`src/rtl/isr_seq_pkg.sv`:
```
package isr_seq_pkg;

  // Sequencer steps; push/pop order is part of the behaviour
  typedef enum logic [3:0] {
    ST_IDLE    = 4'd0,
    ST_PUSH_FL = 4'd1,
    ST_PUSH_CS = 4'd2,
    ST_PUSH_IP = 4'd3,
    ST_VEC_IP  = 4'd4,
    ST_VEC_CS  = 4'd5,
    ST_POP_IP  = 4'd6,
    ST_POP_CS  = 4'd7,
    ST_FIN     = 4'd8
  } seq_state_e;

  typedef enum logic {
    OP_INT = 1'b0,
    OP_RET = 1'b1
  } seq_op_e;

endpackage

```
`src/rtl/isr_addr_gen.sv`:
```
module isr_addr_gen #(
  parameter int DATA_W    = 16,
  parameter int SEG_SHIFT = 4,
  parameter int PADDR_W   = 20
) (
  input  logic [DATA_W-1:0]  seg,
  input  logic [DATA_W-1:0]  off,
  output logic [PADDR_W-1:0] paddr
);

  localparam int SUM_W  = DATA_W + SEG_SHIFT;
  localparam int FULL_W = (SUM_W > PADDR_W) ? SUM_W : PADDR_W;

  logic [FULL_W-1:0] seg_ext;
  logic [FULL_W-1:0] off_ext;
  logic [FULL_W-1:0] sum;

  assign seg_ext = FULL_W'(seg) << SEG_SHIFT;
  assign off_ext = FULL_W'(off);
  assign sum     = seg_ext + off_ext;

  generate
    if (FULL_W > PADDR_W) begin : g_trunc
      logic [FULL_W-PADDR_W-1:0] dropped;
      assign dropped = sum[FULL_W-1:PADDR_W];
      assign paddr   = sum[PADDR_W-1:0];
    end else begin : g_exact
      assign paddr = sum;
    end
  endgenerate

endmodule

```
`src/rtl/isr_step_decode.sv`:
```
module isr_step_decode
  import isr_seq_pkg::*;
#(
  parameter int DATA_W    = 16,
  parameter int TYPE_W    = 8,
  parameter int VEC_SHIFT = 2
) (
  input  seq_state_e         state,
  input  logic [DATA_W-1:0]  sp_q,
  input  logic [DATA_W-1:0]  flags_q,
  input  logic [DATA_W-1:0]  cs_q,
  input  logic [DATA_W-1:0]  ip_q,
  input  logic [TYPE_W-1:0]  type_q,
  output logic               acc,
  output logic               we,
  output logic               use_stack,
  output logic [DATA_W-1:0]  off,
  output logic [DATA_W-1:0]  wdata,
  output seq_state_e         nxt
);

  localparam logic [DATA_W-1:0] WORD_B = DATA_W'(2);

  logic [DATA_W-1:0] vec_base;
  logic [DATA_W-1:0] push_off;

  assign vec_base = DATA_W'(type_q) << VEC_SHIFT;
  assign push_off = sp_q - WORD_B;

  always_comb begin
    acc       = 1'b0;
    we        = 1'b0;
    use_stack = 1'b1;
    off       = sp_q;
    wdata     = '0;
    nxt       = state;
    unique case (state)
      ST_PUSH_FL: begin
        acc = 1'b1; we = 1'b1; off = push_off; wdata = flags_q; nxt = ST_PUSH_CS;
      end
      ST_PUSH_CS: begin
        acc = 1'b1; we = 1'b1; off = push_off; wdata = cs_q; nxt = ST_PUSH_IP;
      end
      ST_PUSH_IP: begin
        acc = 1'b1; we = 1'b1; off = push_off; wdata = ip_q; nxt = ST_VEC_IP;
      end
      ST_VEC_IP: begin
        acc = 1'b1; use_stack = 1'b0; off = vec_base; nxt = ST_VEC_CS;
      end
      ST_VEC_CS: begin
        acc = 1'b1; use_stack = 1'b0; off = vec_base + WORD_B; nxt = ST_FIN;
      end
      ST_POP_IP: begin
        acc = 1'b1; off = sp_q; nxt = ST_POP_CS;
      end
      ST_POP_CS: begin
        acc = 1'b1; off = sp_q; nxt = ST_FIN;
      end
      default: begin
        nxt = state;
      end
    endcase
  end

endmodule

```
`src/rtl/isr_far_ret_seq.sv`:
```
module isr_far_ret_seq
  import isr_seq_pkg::*;
#(
  parameter int DATA_W    = 16,
  parameter int SEG_SHIFT = 4,
  parameter int PADDR_W   = 20,
  parameter int TYPE_W    = 8,
  parameter int VEC_SHIFT = 2,
  parameter int IE_BIT    = 9,
  parameter int TRAP_BIT  = 8
) (
  input  logic               clk,
  input  logic               rst_n,
  input  logic               start,
  input  logic               op_kind,
  input  logic [TYPE_W-1:0]  int_type,
  input  logic [DATA_W-1:0]  ret_adj,
  input  logic [DATA_W-1:0]  flags_in,
  input  logic [DATA_W-1:0]  cs_in,
  input  logic [DATA_W-1:0]  ip_in,
  input  logic [DATA_W-1:0]  ss_in,
  input  logic [DATA_W-1:0]  sp_in,
  output logic               mem_req,
  output logic               mem_we,
  output logic [PADDR_W-1:0] mem_addr,
  output logic [DATA_W-1:0]  mem_wdata,
  input  logic               mem_ack,
  input  logic [DATA_W-1:0]  mem_rdata,
  output logic               busy,
  output logic               done,
  output logic [DATA_W-1:0]  cs_out,
  output logic [DATA_W-1:0]  ip_out,
  output logic [DATA_W-1:0]  sp_out,
  output logic [DATA_W-1:0]  flags_out
);

  localparam logic [DATA_W-1:0] WORD_B   = DATA_W'(2);
  localparam logic [DATA_W-1:0] CLR_MASK = (DATA_W'(1) << IE_BIT) | (DATA_W'(1) << TRAP_BIT);
  localparam int                TBL_TOP  = TYPE_W + VEC_SHIFT;

  seq_state_e        state_q;
  seq_state_e        nxt_step;
  seq_op_e           op_q;
  logic [TYPE_W-1:0] type_q;
  logic [DATA_W-1:0] adj_q, flags_q, cs_q, ip_q, ss_q, sp_q;

  logic              acc, we, use_stack;
  logic [DATA_W-1:0] off, wdata, seg;
  logic              xfer;

  isr_step_decode #(
    .DATA_W(DATA_W), .TYPE_W(TYPE_W), .VEC_SHIFT(VEC_SHIFT)
  ) i_dec (
    .state(state_q), .sp_q(sp_q), .flags_q(flags_q), .cs_q(cs_q),
    .ip_q(ip_q), .type_q(type_q), .acc(acc), .we(we),
    .use_stack(use_stack), .off(off), .wdata(wdata), .nxt(nxt_step)
  );

  assign seg = use_stack ? ss_q : '0;

  isr_addr_gen #(
    .DATA_W(DATA_W), .SEG_SHIFT(SEG_SHIFT), .PADDR_W(PADDR_W)
  ) i_agen (
    .seg(seg), .off(off), .paddr(mem_addr)
  );

  assign mem_req   = acc;
  assign mem_we    = we;
  assign mem_wdata = wdata;
  assign xfer      = acc && mem_ack;

  always_ff @(posedge clk) begin
    if (!rst_n) begin
      state_q <= ST_IDLE;
      op_q    <= OP_INT;
      type_q  <= '0;
      adj_q   <= '0;
      flags_q <= '0;
      cs_q    <= '0;
      ip_q    <= '0;
      ss_q    <= '0;
      sp_q    <= '0;
    end else begin
      unique case (state_q)
        ST_IDLE: begin
          if (start) begin
            op_q    <= seq_op_e'(op_kind);
            type_q  <= int_type;
            adj_q   <= ret_adj;
            flags_q <= flags_in;
            cs_q    <= cs_in;
            ip_q    <= ip_in;
            ss_q    <= ss_in;
            sp_q    <= sp_in;
            state_q <= op_kind ? ST_POP_IP : ST_PUSH_FL;
          end
        end
        ST_FIN: state_q <= ST_IDLE;
        default: begin
          if (xfer) begin
            state_q <= nxt_step;
            unique case (state_q)
              ST_PUSH_FL, ST_PUSH_CS, ST_PUSH_IP: sp_q <= sp_q - WORD_B;
              ST_VEC_IP: ip_q <= mem_rdata;
              ST_VEC_CS: begin
                cs_q    <= mem_rdata;
                flags_q <= flags_q & ~CLR_MASK;
              end
              ST_POP_IP: begin
                ip_q <= mem_rdata;
                sp_q <= sp_q + WORD_B;
              end
              ST_POP_CS: begin
                cs_q <= mem_rdata;
                sp_q <= sp_q + WORD_B + adj_q;
              end
              default: ;
            endcase
          end
        end
      endcase
    end
  end

  assign busy      = (state_q != ST_IDLE);
  assign done      = (state_q == ST_FIN);
  assign cs_out    = cs_q;
  assign ip_out    = ip_q;
  assign sp_out    = sp_q;
  assign flags_out = flags_q;

  // an idle sequencer neither requests memory nor signals completion
  a_r1_idle_quiet: assert property (@(posedge clk) disable iff (!rst_n)
    !busy |-> (!mem_req && !done));

  // every completed write lowers SP by one word
  a_r2_push_lowers_sp: assert property (@(posedge clk) disable iff (!rst_n)
    (mem_req && mem_ack && mem_we) |=> (sp_out == $past(sp_out) - WORD_B));

  // vector reads stay inside the table in segment 0
  a_r3_vec_in_table: assert property (@(posedge clk) disable iff (!rst_n)
    (mem_req && !mem_we && op_q == OP_INT) |-> ((mem_addr >> TBL_TOP) == '0));

  // interrupt completion leaves IE and trap cleared
  a_r4_flags_cleared: assert property (@(posedge clk) disable iff (!rst_n)
    (done && op_q == OP_INT) |-> ((flags_out & CLR_MASK) == '0));

  // a far return never writes
  a_r5_return_reads_only: assert property (@(posedge clk) disable iff (!rst_n)
    (mem_req && op_q == OP_RET) |-> !mem_we);

  // an unaccepted request keeps its fields
  a_r7_hold_request: assert property (@(posedge clk) disable iff (!rst_n)
    (mem_req && !mem_ack) |=> (mem_req && $stable(mem_addr) && $stable(mem_we)
                               && $stable(mem_wdata)));

  // a start seen while busy leaves the operation kind alone
  a_r8_start_ignored: assert property (@(posedge clk) disable iff (!rst_n)
    (busy && start) |=> $stable(op_q));

  // completion pulse is one cycle wide
  a_r9_done_single: assert property (@(posedge clk) disable iff (!rst_n)
    done |=> !done);

endmodule

```
`config.mk`:
```
export PLATFORM = sky130hd
export DESIGN_NAME = isr_far_ret_seq
export DESIGN_NICKNAME = d
export VERILOG_FILES = /design/src/rtl/isr_seq_pkg.sv /design/src/rtl/isr_addr_gen.sv /design/src/rtl/isr_step_decode.sv /design/src/rtl/isr_far_ret_seq.sv
export SDC_FILE = /design/constraint.sdc
export NUM_CORES = 1
export LEC_CHECK = 0
export ABC_AREA = 1
export BUFFER_PORTS_ARGS = -buffer_cell sky130_fd_sc_hd__clkbuf_2
export CORE_MARGIN = 4
export CORE_UTILIZATION = 58
export CTS_BUF_LIST = sky130_fd_sc_hd__clkbuf_8
export DETAILED_ROUTE_END_ITERATION = 10
export PLACE_DENSITY = 0.86
export SLEW_MARGIN = 5
export SYNTH_ARGS = -nofsm -noshare
export SYNTH_HDL_FRONTEND = slang
export SYNTH_SLANG_ARGS = --single-unit
```
`constraint.sdc`:
```
create_clock -name clk -period 7.2 [get_ports clk]
set_clock_uncertainty 0.05 [all_clocks]
set_input_delay 0.36 -clock clk [delete_from_list [all_inputs] [get_ports clk]]
set_output_delay 0.36 -clock clk [all_outputs]
set_load 0.005 [all_outputs]
```
[Yosys cells after proc, flatten, opt, wreduce, memory -nomap -nowiden]
Index checks and enable logic that the tools add are counted.
Storage, ports and cells
  register bits: 108
  input bits: 125
  output and inout port bits: 104
  word-level logic and storage cells: 72
Operators by class
  add/sub/neg operators: 5
  eq/ne operators: 9
  multiplexer cells: 26
  bitwise gates (word level): 1
  reduce and logical (&&, ||, !) cells: 22
Operators with widths (number)
  $mux 16: 10
  $pmux 16 s3: 3
  $pmux 16 s2: 4
  $pmux 4 s6: 1
  $add 20x16->20: 1
  $mux 10: 2
  $add 16x16->16: 1
  $add 16x2->16 const B: 1
  $eq 4x3->1 const B: 4
  $reduce_and 4->1: 4
  $sub 16x2->16 const B: 1
  $add 10x2->11 const B: 1
  $eq 4x2->1 const B: 2
  $mux 4: 2
  $pmux 4 s2: 1
  $reduce_bool 2->1: 4
  $reduce_bool 4->1: 2
  $reduce_bool 8->1: 1
  $reduce_or 7->1: 1
  $reduce_and 3->1: 2
  $reduce_or 2->1: 3
  $eq 4x1->1 const B: 1
  $eq 4x4->1 const B: 1
  $logic_not 4->1: 1
  8 further kinds: 9

[Depth between registers and ports, before layout]
Gate-level depths: netlist of the first run.
  word-level depth: 6
  mapped depth: 20
  depth with buffers taken out: 20

[By module]
A second synthesis of the first run with hierarchy kept.
Second synthesis, totals
  cell total of the unflattened synthesis: 1318
  area, all modules: 7946.4 um^2
Modules (own cells, without submodules)
  isr_far_ret_seq: instances 1, cells each 934, area each 6063.3 um^2, sequential area each 2162.1 um^2
  isr_step_decode: instances 1, cells each 216, area each 1021.0 um^2, sequential area each 0.0 um^2
  isr_addr_gen: instances 1, cells each 168, area each 862.1 um^2, sequential area each 0.0 um^2

[Least setup slack after synthesis of the first run]
No wires, ideal clock.
  path type: reg2out
  start: reg state_q[3]
  end: out mem_addr[14]
  arrival time: 2.980 ns
  slack: 3.810 ns
  cell stages (with the launch flop): 20
  path buffers: 1
  cells stage by stage: dfxtp_1 > inv_2 > nand2_4 > nor2_2 > clkinv_1 > nand2_1 > buf_4 > o221ai_1 > ha_1 > fa_1 > nand3_1 > nand2_1 > a21oi_1 > o21ai_0 > nand2_1 > nand2_1 > a21oi_1 > inv_1 > nand2_1 > nand2_1
On the way
  longest elaborated chain between the ends: 4
  elaborated cells on any way between the ends: 10
  classes of those cells: add/sub: 1; eq/ne: 5; mux: 2; reduce/logical: 2
RTL lines
  from (decl): line isr_far_ret_seq.sv:41  | seq_state_e state_q;
  from (signal assigned): line isr_far_ret_seq.sv:95  | state_q <= op_kind ? ST_POP_IP : ST_PUSH_FL;
  from (signal assigned): line isr_far_ret_seq.sv:101  | state_q <= nxt_step;
  $eq 4x1->1, or another cell as far along: line isr_step_decode.sv:37  | unique case (state)
  $reduce_or 3->1 (no source line) or $reduce_or 2->1 (tied branches)
  $pmux 16 s3 or $mux 16 (tied branches): line isr_step_decode.sv:37, isr_far_ret_seq.sv:59
  $add 20x16->20 (*): line isr_addr_gen.sv:20  | assign sum = seg_ext + off_ext;
  to (decl): line isr_far_ret_seq.sv:25  | output logic [PADDR_W-1:0] mem_addr,
Mark *: on every way between the ends. The rest lies on a longest branch, timed or not.

[Final worst setup path of the first run]
  start: reg state_q[1]
  end: out mem_addr[14]
Same word-level chain as after synthesis.

==> results by group, run 1 <==
Cells and area
  – Most frequent cells in the layout: nand2_1 (317), clkbuf_2 (228), nor2_1 (145), inv_1 (122), dfxtp_1 (108)
  – Fraction of layout cells with a size suffix above 1: 20.4%
  – Reg area: 2160 um2
  – Area Overhead vs Synth: 18.2%
  – Multi-input logic area: 4470 um2
  – Post-Layout Inst Area: 8720 um2
  – Most common cell after layout, fill and taps aside: nand2_1
  – Util after Layout: 71.4%
  – Antenna cells: 0
  – Filler cells: 1,153
  – Final cell count without fillers: 1,539
  – Fin nets: 1,523

Die
  – Vert. Die Dim: 121 um
  – Effective utilization at floorplan: 60.4%
  – CORE AREA: 12,200 um2
  – Ports: 229
  – Die Wd: 121 um
  – DIE AREA: 14,600 um2
  – Row count: 40

Route
  – Detailed-route wire length: 24,500 um
  – Via count: 8,624
  – DR DRC count: 0
  – 1st-pass router iterations: 5
  – Via-per-instance ratio: 5.60
  – Final ANT Viol Nets: 0
  – First-iteration detailed-routing DRC count: 791
  – WL/cell: 15.9 um

Critical path
  – R2R Setup Slk: 3.92 ns
  – Crit. End Element: output pin
  – Worst r2r path cells: 8
  – CP max FO: 14
  – Worst EP required: 6.79 ns
  – Reg2reg start: state_q[3]$_SDFFE_PN0P_
  – Crit path DAT: 4.21 ns
  – Reg2reg end: cs_out[2]$_SDFFE_PN0P_
  – Critical path type: register to output pin
  – Startpoint Class: register

STA
  – RSZ-0062 raised after global routing: no
  – Worst hold margin: 0.132 ns
  – Final setup fails: 0
  – Final Critical Period: 4.62 ns
  – F_max: 0.216 GHz
  – Measured slew at the worst slew-check pin: 1.20 ns
  – Slew HR: 20.3%
  – Setup TNS: 0 ns
  – Tcrit/Tclk final: 64.2%
  – Slew Viols, Final: 0
  – Final Worst Setup Slack: 2.58 ns
  – Final hold violations: 0

Power and ir drop
  – Total power: 3.56 mW
  – Share of power burned in registers: 27.4%
  – Cell leakage power: 4.55 nW
  – Internal power component: 1.74 mW
  – Clock share of power: 11.2%
  – PwrDens: 408 nW/um2
  – Comb power frac: 61.4%
  – VDD IR max: 0.286 mV
  – Net Sw Frac: 51.1%
  – Switching power: 1.82 mW

Synth
  – Cell area after synthesis: 7380 um2
  – Net Count, Synth: 1,336
  – Synth Area in Adders: 5.46%
  – Ys async rst share: 0%
  – Largest family of logic cells by synthesized area: simple AND/OR/NAND/NOR gates
  – Synth Area in Compound Gates: 19.7%
  – Syn_area_per_cell: 6.25 um2
  – Mux share of post-synthesis cell area: 0%
  – Post-synthesis sequential area ratio: 29.3%
  – Post-synth EDFFs: 0
  – Synth Flop Type: dfxtp_1
  – Register bit total from synthesis: 108
  – Ys Warns: 0
  – Synth Area in XOR/XNOR: 3.56%
  – Syn Inst Count: 1,180
  – Number of library cell types mapped by synthesis: 44
  – Synth Area in Simple Gates: 31.9%

Global route
  – Vias in the first global route: 7,968
  – Initial antenna violation count: 0
  – First-pass GRT wire length: 38,400 um
  – GRT Overall Usage: 32.6%
  – Largest net degree at the start of global routing: 83
  – Grt ovf: 0

Hold path
  – Hold path depth: 3
  – Hold EP: adj_q[2]$_SDFFE_PN0P_
  – Worst hold path startpoint: ret_adj[2]
  – Hold WC Path Type: input port to register

CTS
  – Skew-Pair Late Insertion Delay: 0.39 ns
  – Clk slew on worst S/H paths: 0.11 ns
  – PostCTS Resize Cnt: 0
  – Cts hold-fix bufs: 0
  – H-tree Lvls: 3
  – CTS Buf Count: 9
  – Post-CTS setup buffer count: 0
  – Max Root-Sink Buffers: 2
  – CTS tree: built
  – Sink Count: 108
  – Clk root buf: clkbuf_8

Place
  – Final HPWL DP: 18,500 um
  – Place WS: 3.07 ns
  – IO Port Bufs: 228
  – RePlAce Congestion: 0.976
  – Placed Area: 8510 um2
  – Placed Cells: 1,524

Flow run
  – Max-Cap Viols: 0

Outcome
  – Status: finished clean
-- state kept, by name, indices dropped and copies added, names as in the netlist --
| signal | flops |
|---|---|
| ss_q | 16 |
| sp_out | 16 |
| flags_out | 16 |
| cs_out | 16 |
| type_q | 8 |
| state_q | 4 |
| ip_out | 16 |
| adj_q | 16 |
-- area by class of cell --
type,count,area share [%]
clock buffers,11,1.74
clock inverters,4,0.646
inverters,134,5.77
multi-input cells,883,51.3
flip-flops and latches,108,24.8
well taps,168,2.41
repair buffers,231,13.3
-- power by group through the flow --
stage / registers, mW / logic [mW] / clock network [mW]
2_1_floorplan: 0.936 / 1.52 / 0
3_3_place_gp: 0.976 / 2.12 / 0
3_5_place_dp: 0.978 / 2.15 / 0
4_1_cts: 0.969 / 2.17 / 0.405
5_1_grt: 1.00 / 2.44 / 0.430
6_report: 0.976 / 2.19 / 0.400
-- worst max-delay path, stage by stage (launching register included) --
cell	delay, ns
dfxtp_1	0.48
nor2_4	0.10
nor2_2	0.38
clkinv_1	0.37
nand2_1	0.48
inv_1	0.12
nand2_1	0.08
o221ai_1	0.17
fa_1	0.50
nand3_1	0.09
nand2_1	0.11
a21oi_1	0.23
o21ai_0	0.16
nand2_1	0.09
nand2_1	0.05
a21oi_1	0.15
inv_1	0.05
nand2_1	0.05
nand2_1	0.04
clkbuf_2	0.10
-- how the worst max path moves through the flow --
| stage | startpoint | end | slack [ns] |
|---|---|---|---|
| final | state_q[1]$_SDFFE_PN0P_ | mem_addr[14] | 2.58 |
| after global placement | state_q[1]$_SDFFE_PN0P_ | mem_addr[14] | 3.23 |
| after detailed placement | state_q[3]$_SDFFE_PN0P_ | mem_addr[14] | 3.07 |
| after global routing | state_q[1]$_SDFFE_PN0P_ | mem_addr[14] | 2.16 |
| after floorplan | state_q[3]$_SDFFE_PN0P_ | mem_addr[14] | 3.81 |
| after CTS | state_q[3]$_SDFFE_PN0P_ | mem_addr[14] | 2.60 |
-- Yosys cell counts (all sizes together), types with 3 or more instances --
master,instances,area share [%]
o22ai,8,0.68
ha,29,4.9
xor2,26,3.1
inv,132,6.7
nor3,10,0.83
o21ai,101,6.9
dfxtp,108,29
nor2,154,8.3
o211ai,4,0.41
a21oi,105,7.5
nand3,57,3.9
buf,21,1.5
o221ai,25,3.0
clkbuf,34,1.7
nand4,10,0.85
o21bai,3,0.31
xnor2,4,0.47
nand3b,6,0.61
nand2,323,17
-- per-layer routing --
metal | global-route usage, % | vias up | part of all wire [%]
met4 | 13.1 | 0 | 3.8
met3 | 7.11 | 76 | 8.7
met1 | 40.1 | 3901 | 40
met2 | 55.2 | 428 | 48
met5 | 0 | - | 0
li1 | - | 4219 | -
-- kinds of logic (layout without fill, tap and decap cells) --
group / Yosys count / in the layout
simple gates: 567 / 567
buf+inv: 189 / 380
compound gates: 255 / 255
flops: 108 / 108
fa+ha+maj: 31 / 31
xor+xnor: 30 / 30
No activity file was read; power rests on OpenSTA's default activity.
==> run 2: changes to the inputs <==
- CORE_UTILIZATION: 58 -> 54
- PLACE_DENSITY: 0.86 -> 0.81
- clock period: 7.2 -> 4.7 ns (I/O delays scaled with it)
==> results by group, run 2 (synthesis gave the netlist of run 1 again) <==
CTS
  – Clk root buf: clkbuf_8
  – CTS Buf Count: 9
  – Skew-Pair Late Insertion Delay: 0.39 ns
  – Max Root-Sink Buffers: 2
  – CTS tree: built
  – Clk slew on worst S/H paths: 0.11 ns
  – H-tree Lvls: 3
  – Sink Count: 108
  – Post-CTS setup buffer count: 0

Critical path
  – Reg2reg end: sp_out[14]$_SDFFE_PN0P_
  – Critical path type: register to output pin
  – Slowest stage delay, CP: 0.51 ns
  – Reg2reg start: sp_out[1]$_SDFFE_PN0P_
  – Crit path to: mem_addr[14]
  – R2R Setup Slk: 1.47 ns
  – Critical path depth: 19
  – Critical path buffers and inverters: 4
  – Worst r2r path cells: 16
  – Crit-path cells: nor2_4 -> nor2_2 -> clkinv_1 -> nand2_2 -> inv_1 -> nand2_1 -> o221ai_1 -> fa_1 -> nand3_1 -> nand2_1 -> a21oi_1 -> o21ai_0 -> nand2_1 -> nand2_1 -> a21oi_1 -> inv_1 -> nand2_1 -> nand2_1 -> clkbuf_2
  – CP delay by family, top: simple AND/OR/NAND/NOR gates
  – Slowest CP cell: fa_1
  – Crit. End Element: output pin
  – Crit path DAT: 3.94 ns
  – Top cell by count, worst path: nand2_1
  – Startpoint Class: register
  – CP startpoint: state_q[1]$_SDFFE_PN0P_
  – Worst EP required: 4.41 ns
  – CP max FO: 14

STA
  – Measured slew at the worst slew-check pin: 1.24 ns
  – F_max: 0.237 GHz
  – Final setup fails: 0
  – RSZ-0062 raised after global routing: no
  – Tcrit/Tclk final: 90.0%
  – Slew Viols, Final: 0
  – Final hold violations: 0
  – Final Worst Setup Slack: 0.472 ns
  – Slew HR: 17.1%
  – Final Critical Period: 4.23 ns
  – Worst hold margin: 0.0157 ns
  – Setup TNS: 0 ns

Cells and area
  – Reg area: 2160 um2
  – Multi-input logic area: 4480 um2
  – Filler cells: 1,281
  – Most frequent cells in the layout: nand2_1 (316), clkbuf_2 (228), nor2_1 (145), inv_1 (123), dfxtp_1 (108)
  – Antenna cells: 0
  – Post-Layout Inst Area: 8830 um2
  – Area Overhead vs Synth: 19.7%
  – Fraction of layout cells with a size suffix above 1: 20.4%
  – Most common cell after layout, fill and taps aside: nand2_1
  – Final cell count without fillers: 1,561
  – Fin nets: 1,536

Global route
  – Initial antenna violation count: 0
  – Vias in the first global route: 8,131
  – Largest net degree at the start of global routing: 82
  – First-pass GRT wire length: 39,100 um
  – GRT Overall Usage: 30.3%
  – Grt ovf: 0

Outcome
  – Status: finished clean

Die
  – Effective utilization at floorplan: 55.5%
  – Ports: 229
  – Vert. Die Dim: 125 um
  – Row count: 42
  – Die Wd: 125 um
  – CORE AREA: 13,300 um2
  – DIE AREA: 15,600 um2

Route
  – 1st-pass router iterations: 5
  – Top Layer Used: met4
  – DR DRC count: 0
  – First-iteration detailed-routing DRC count: 554
  – Via count: 8,508
  – WL/cell: 15.5 um
  – DR WL met2: 11,600 um
  – Via-per-instance ratio: 5.45
  – Detailed-route wire length: 24,100 um
  – Wl on met1: 9620 um
  – Final ANT Viol Nets: 0
  – Met3 WL: 1950 um

Place
  – Placed Cells: 1,534
  – RePlAce Congestion: 0.933
  – Placed Area: 8540 um2
  – IO Port Bufs: 228
  – Place WS: 0.778 ns
  – Final HPWL DP: 18,500 um

Power and ir drop
  – VDD IR max: 0.313 mV
  – Cell leakage power: 4.59 nW
  – PwrDens: 609 nW/um2

Flow run
  – Max-Cap Viols: 0

Hold path
  – Hold WC Path Type: input port to register
[run 2: cell types whose count changed in the layout (fill, tap and decap cells not counted), sizes merged]
cell         delta
inv             +3
buf             +2
clkinvlp        +2
clkinv          -1
bufinv          -1
clkbuf          -2
dlygate4sd3    +11
[run 2: final cells by class]
cell class | count | share of cell area (%)
Clock buffer | 9 | 1.40
Inverter | 134 | 5.69
Clock inverter | 7 | 0.666
Tap cell | 176 | 2.49
Multi-Input combinational cell | 883 | 50.7
Sequential cell | 108 | 24.5
Timing Repair Buffer | 244 | 14.6
[run 2: through the flow]
step / utilization, % / total power [mW]
2_1_floorplan: - / 3.76
3_3_place_gp: 64.2 / 4.76
3_5_place_dp: 64.2 / 4.80
4_1_cts: 66.4 / 5.37
5_1_grt: 66.4 / 5.89
6_report: 66.4 / 5.38
[run 2: repair_timing]
item	CTS	global route
hold buffers	11	0
resized for setup	0	1
endpoints found under the hold margin	11	0
setup endpoints to repair	0	1
[run 2: worst min-delay path: stages]
cell and delay, ns:
clkbuf_2 0.07, nor2_1 0.04, nor2_1 0.08
[run 2: worst min-delay path by stage]
stage | start | endpoint | slack, ns | depth (start not counted)
6_report | ret_adj[8] | adj_q[8]$_SDFFE_PN0P_ | 0.02 | 3
5_1_grt | int_type[7] | type_q[7]$_SDFFE_PN0P_ | 0.01 | 3
3_5_place_dp | type_q[0]$_SDFFE_PN0P_ | type_q[0]$_SDFFE_PN0P_ | 0.40 | 2
3_3_place_gp | type_q[0]$_SDFFE_PN0P_ | type_q[0]$_SDFFE_PN0P_ | 0.40 | 2
2_1_floorplan | ss_in[13] | ss_q[13]$_SDFFE_PN0P_ | 0.32 | 2
4_1_cts | ret_adj[5] | adj_q[5]$_SDFFE_PN0P_ | 0.001 | 3
[run 2: power breakdown]
part | total (mW) | internal [mW] | switching, mW
combinational | 3.34 | 1.17 | 2.16
clock | 0.556 | 0.201 | 0.355
sequential | 1.48 | 1.23 | 0.251
total | 5.38 | 2.61 | 2.77
[run 2: metal layers]
layer,vias to the layer above,GRT usage [%]
met5,-,0
met4,0,13.0
met3,70,7.59
met2,366,53.0
met1,3831,35.1
li1,4241,-
==> run 3: changes to the inputs <==
- CORE_MARGIN: 4 -> 5
==> results by group, run 3 (synthesis gave the netlist of run 1 again) <==
Global route
  – Initial antenna violation count: 0
  – GRT Overall Usage: 29.8%
  – Largest net degree at the start of global routing: 82
  – Grt ovf: 0
  – First-pass GRT wire length: 39,100 um
  – Vias in the first global route: 8,138

Critical path
  – Worst r2r path cells: 15
  – Worst EP required: 4.41 ns
  – Top cell by count, worst path: nand2_1
  – R2R Setup Slk: 1.47 ns
  – Slowest stage delay, CP: 0.51 ns
  – Slowest CP cell: dfxtp_1
  – Reg2reg start: sp_out[1]$_SDFFE_PN0P_
  – Critical path type: register to output pin
  – CP startpoint: state_q[1]$_SDFFE_PN0P_
  – Critical path buffers and inverters: 4
  – CP delay by family, top: simple AND/OR/NAND/NOR gates
  – Startpoint Class: register
  – Reg2reg end: sp_out[12]$_SDFFE_PN0P_
  – CP max FO: 14
  – Crit path DAT: 3.78 ns
  – Crit-path cells: nor2_4 -> nor2_4 -> clkinvlp_4 -> nand2_2 -> inv_1 -> nand2_1 -> o221ai_1 -> fa_1 -> nand3_1 -> nand2_1 -> a21oi_1 -> o21ai_0 -> nand2_1 -> nand2_1 -> a21oi_1 -> inv_1 -> nand2_1 -> nand2_1 -> clkbuf_2
  – Crit. End Element: output pin

CTS
  – Clk root buf: clkbuf_8
  – Sink Count: 108
  – Skew-Pair Late Insertion Delay: 0.39 ns
  – Clk slew on worst S/H paths: 0.11 ns
  – CTS Buf Count: 9
  – H-tree Lvls: 3
  – CTS tree: built
  – Max Root-Sink Buffers: 2

Outcome
  – Status: finished clean

Cells and area
  – Area Overhead vs Synth: 18.9%
  – Most frequent cells in the layout: nand2_1 (316), clkbuf_2 (228), nor2_1 (145), inv_1 (122), dfxtp_1 (108)
  – Final cell count without fillers: 1,552
  – Most common cell after layout, fill and taps aside: nand2_1
  – Util after Layout: 66.0%
  – Fraction of layout cells with a size suffix above 1: 20.7%
  – Fin nets: 1,527
  – Antenna cells: 0

Hold path
  – Hold path depth: 3
  – Worst hold path startpoint: ret_adj[8]
  – Hold WC Path Type: input port to register
  – Hold EP: adj_q[8]$_SDFFE_PN0P_

Power and ir drop
  – Comb power frac: 61.5%
  – Net Sw Frac: 51.2%
  – Total power: 5.46 mW
  – Switching power: 2.80 mW
  – VDD IR max: 0.428 mV
  – Clock share of power: 11.3%
  – Internal power component: 2.67 mW
  – Cell leakage power: 4.57 nW
  – PwrDens: 623 nW/um2
  – Share of power burned in registers: 27.2%

Route
  – Detailed-route wire length: 24,400 um
  – Final ANT Viol Nets: 0
  – Via count: 8,378
  – Via-per-instance ratio: 5.40
  – DR DRC count: 0
  – 1st-pass router iterations: 5
  – WL/cell: 15.7 um
  – First-iteration detailed-routing DRC count: 633

Die
  – CORE AREA: 13,300 um2
  – Ports: 229
  – Vert. Die Dim: 127 um
  – Effective utilization at floorplan: 55.5%
  – Row count: 42
  – DIE AREA: 16,100 um2
  – Die Wd: 127 um

STA
  – Final Critical Period: 4.07 ns
  – F_max: 0.246 GHz
  – Slew HR: 22.1%
  – Setup TNS: 0 ns
  – Final hold violations: 0
  – Worst hold margin: 0.0123 ns
  – Slew Viols, Final: 0
  – Measured slew at the worst slew-check pin: 1.17 ns
  – Final setup fails: 0
  – RSZ-0062 raised after global routing: no
  – Tcrit/Tclk final: 86.6%

Place
  – Placed Cells: 1,534
  – Final HPWL DP: 18,700 um
  – RePlAce Congestion: 0.940
  – IO Port Bufs: 228

Flow run
  – Max-Cap Viols: 0
run 3: per-layer routing:
metal | up-vias | track usage, % | share of wire [%]
li1 | 4230 | - | -
met1 | 3757 | 35.9 | 41
met2 | 327 | 50.8 | 48
met3 | 64 | 7.69 | 7.7
met4 | 0 | 11.3 | 3.1
met5 | - | 0 | 0
run 3: worst max-delay path by stage:
| stage | endpoint | slack [ns] | depth (start not counted) |
|---|---|---|---|
| finish | mem_addr[14] | 0.63 | 19 |
| floorplan | mem_addr[14] | 1.43 | 19 |
| global route | mem_addr[14] | 0.20 | 19 |
| detailed placement | mem_addr[14] | 0.79 | 19 |
| global placement | mem_addr[14] | 0.88 | 19 |
| CTS | mem_addr[14] | 0.33 | 19 |
run 3: stage by stage:
step / cell area [um2] / setup WS (ns)
floorplan: 7380 / 1.43
global placement: 8540 / 0.879
detailed placement: 8540 / 0.786
CTS: 8740 / 0.332
global route: 8770 / 0.199
finish: 8770 / 0.632
run 3: area by class of cell:
| class | instances | area, um2 |
|---|---|---|
| clock inverters | 6 | 68.8 |
| well taps | 176 | 220 |
| flip-flops and latches | 108 | 2160 |
| fillers | 1338 | 4520 |
| inverters | 134 | 507 |
| clock buffers | 10 | 138 |
| multi-input cells | 883 | 4480 |
| repair buffers | 235 | 1200 |
run 3: power groups by stage:
stage / clock network (mW) / logic (mW) / registers, mW
6_report: 0.616 / 3.36 / 1.49
4_1_cts: 0.624 / 3.34 / 1.48
2_1_floorplan: 0 / 2.32 / 1.43
5_1_grt: 0.661 / 3.78 / 1.52
3_5_place_dp: 0 / 3.32 / 1.50
3_3_place_gp: 0 / 3.28 / 1.50
run 3: tightest hold or removal path, stage by stage:
cell,delay [ns]
clkbuf_2,0.07
nor2_1,0.03
nor2_1,0.08
run 3: timing repair:
item	CTS	global route
resized for setup	0	3
hold buffers	0	2
hold endpoints to repair	0	2
endpoints found under the setup margin	0	1
buffers inserted	0	0
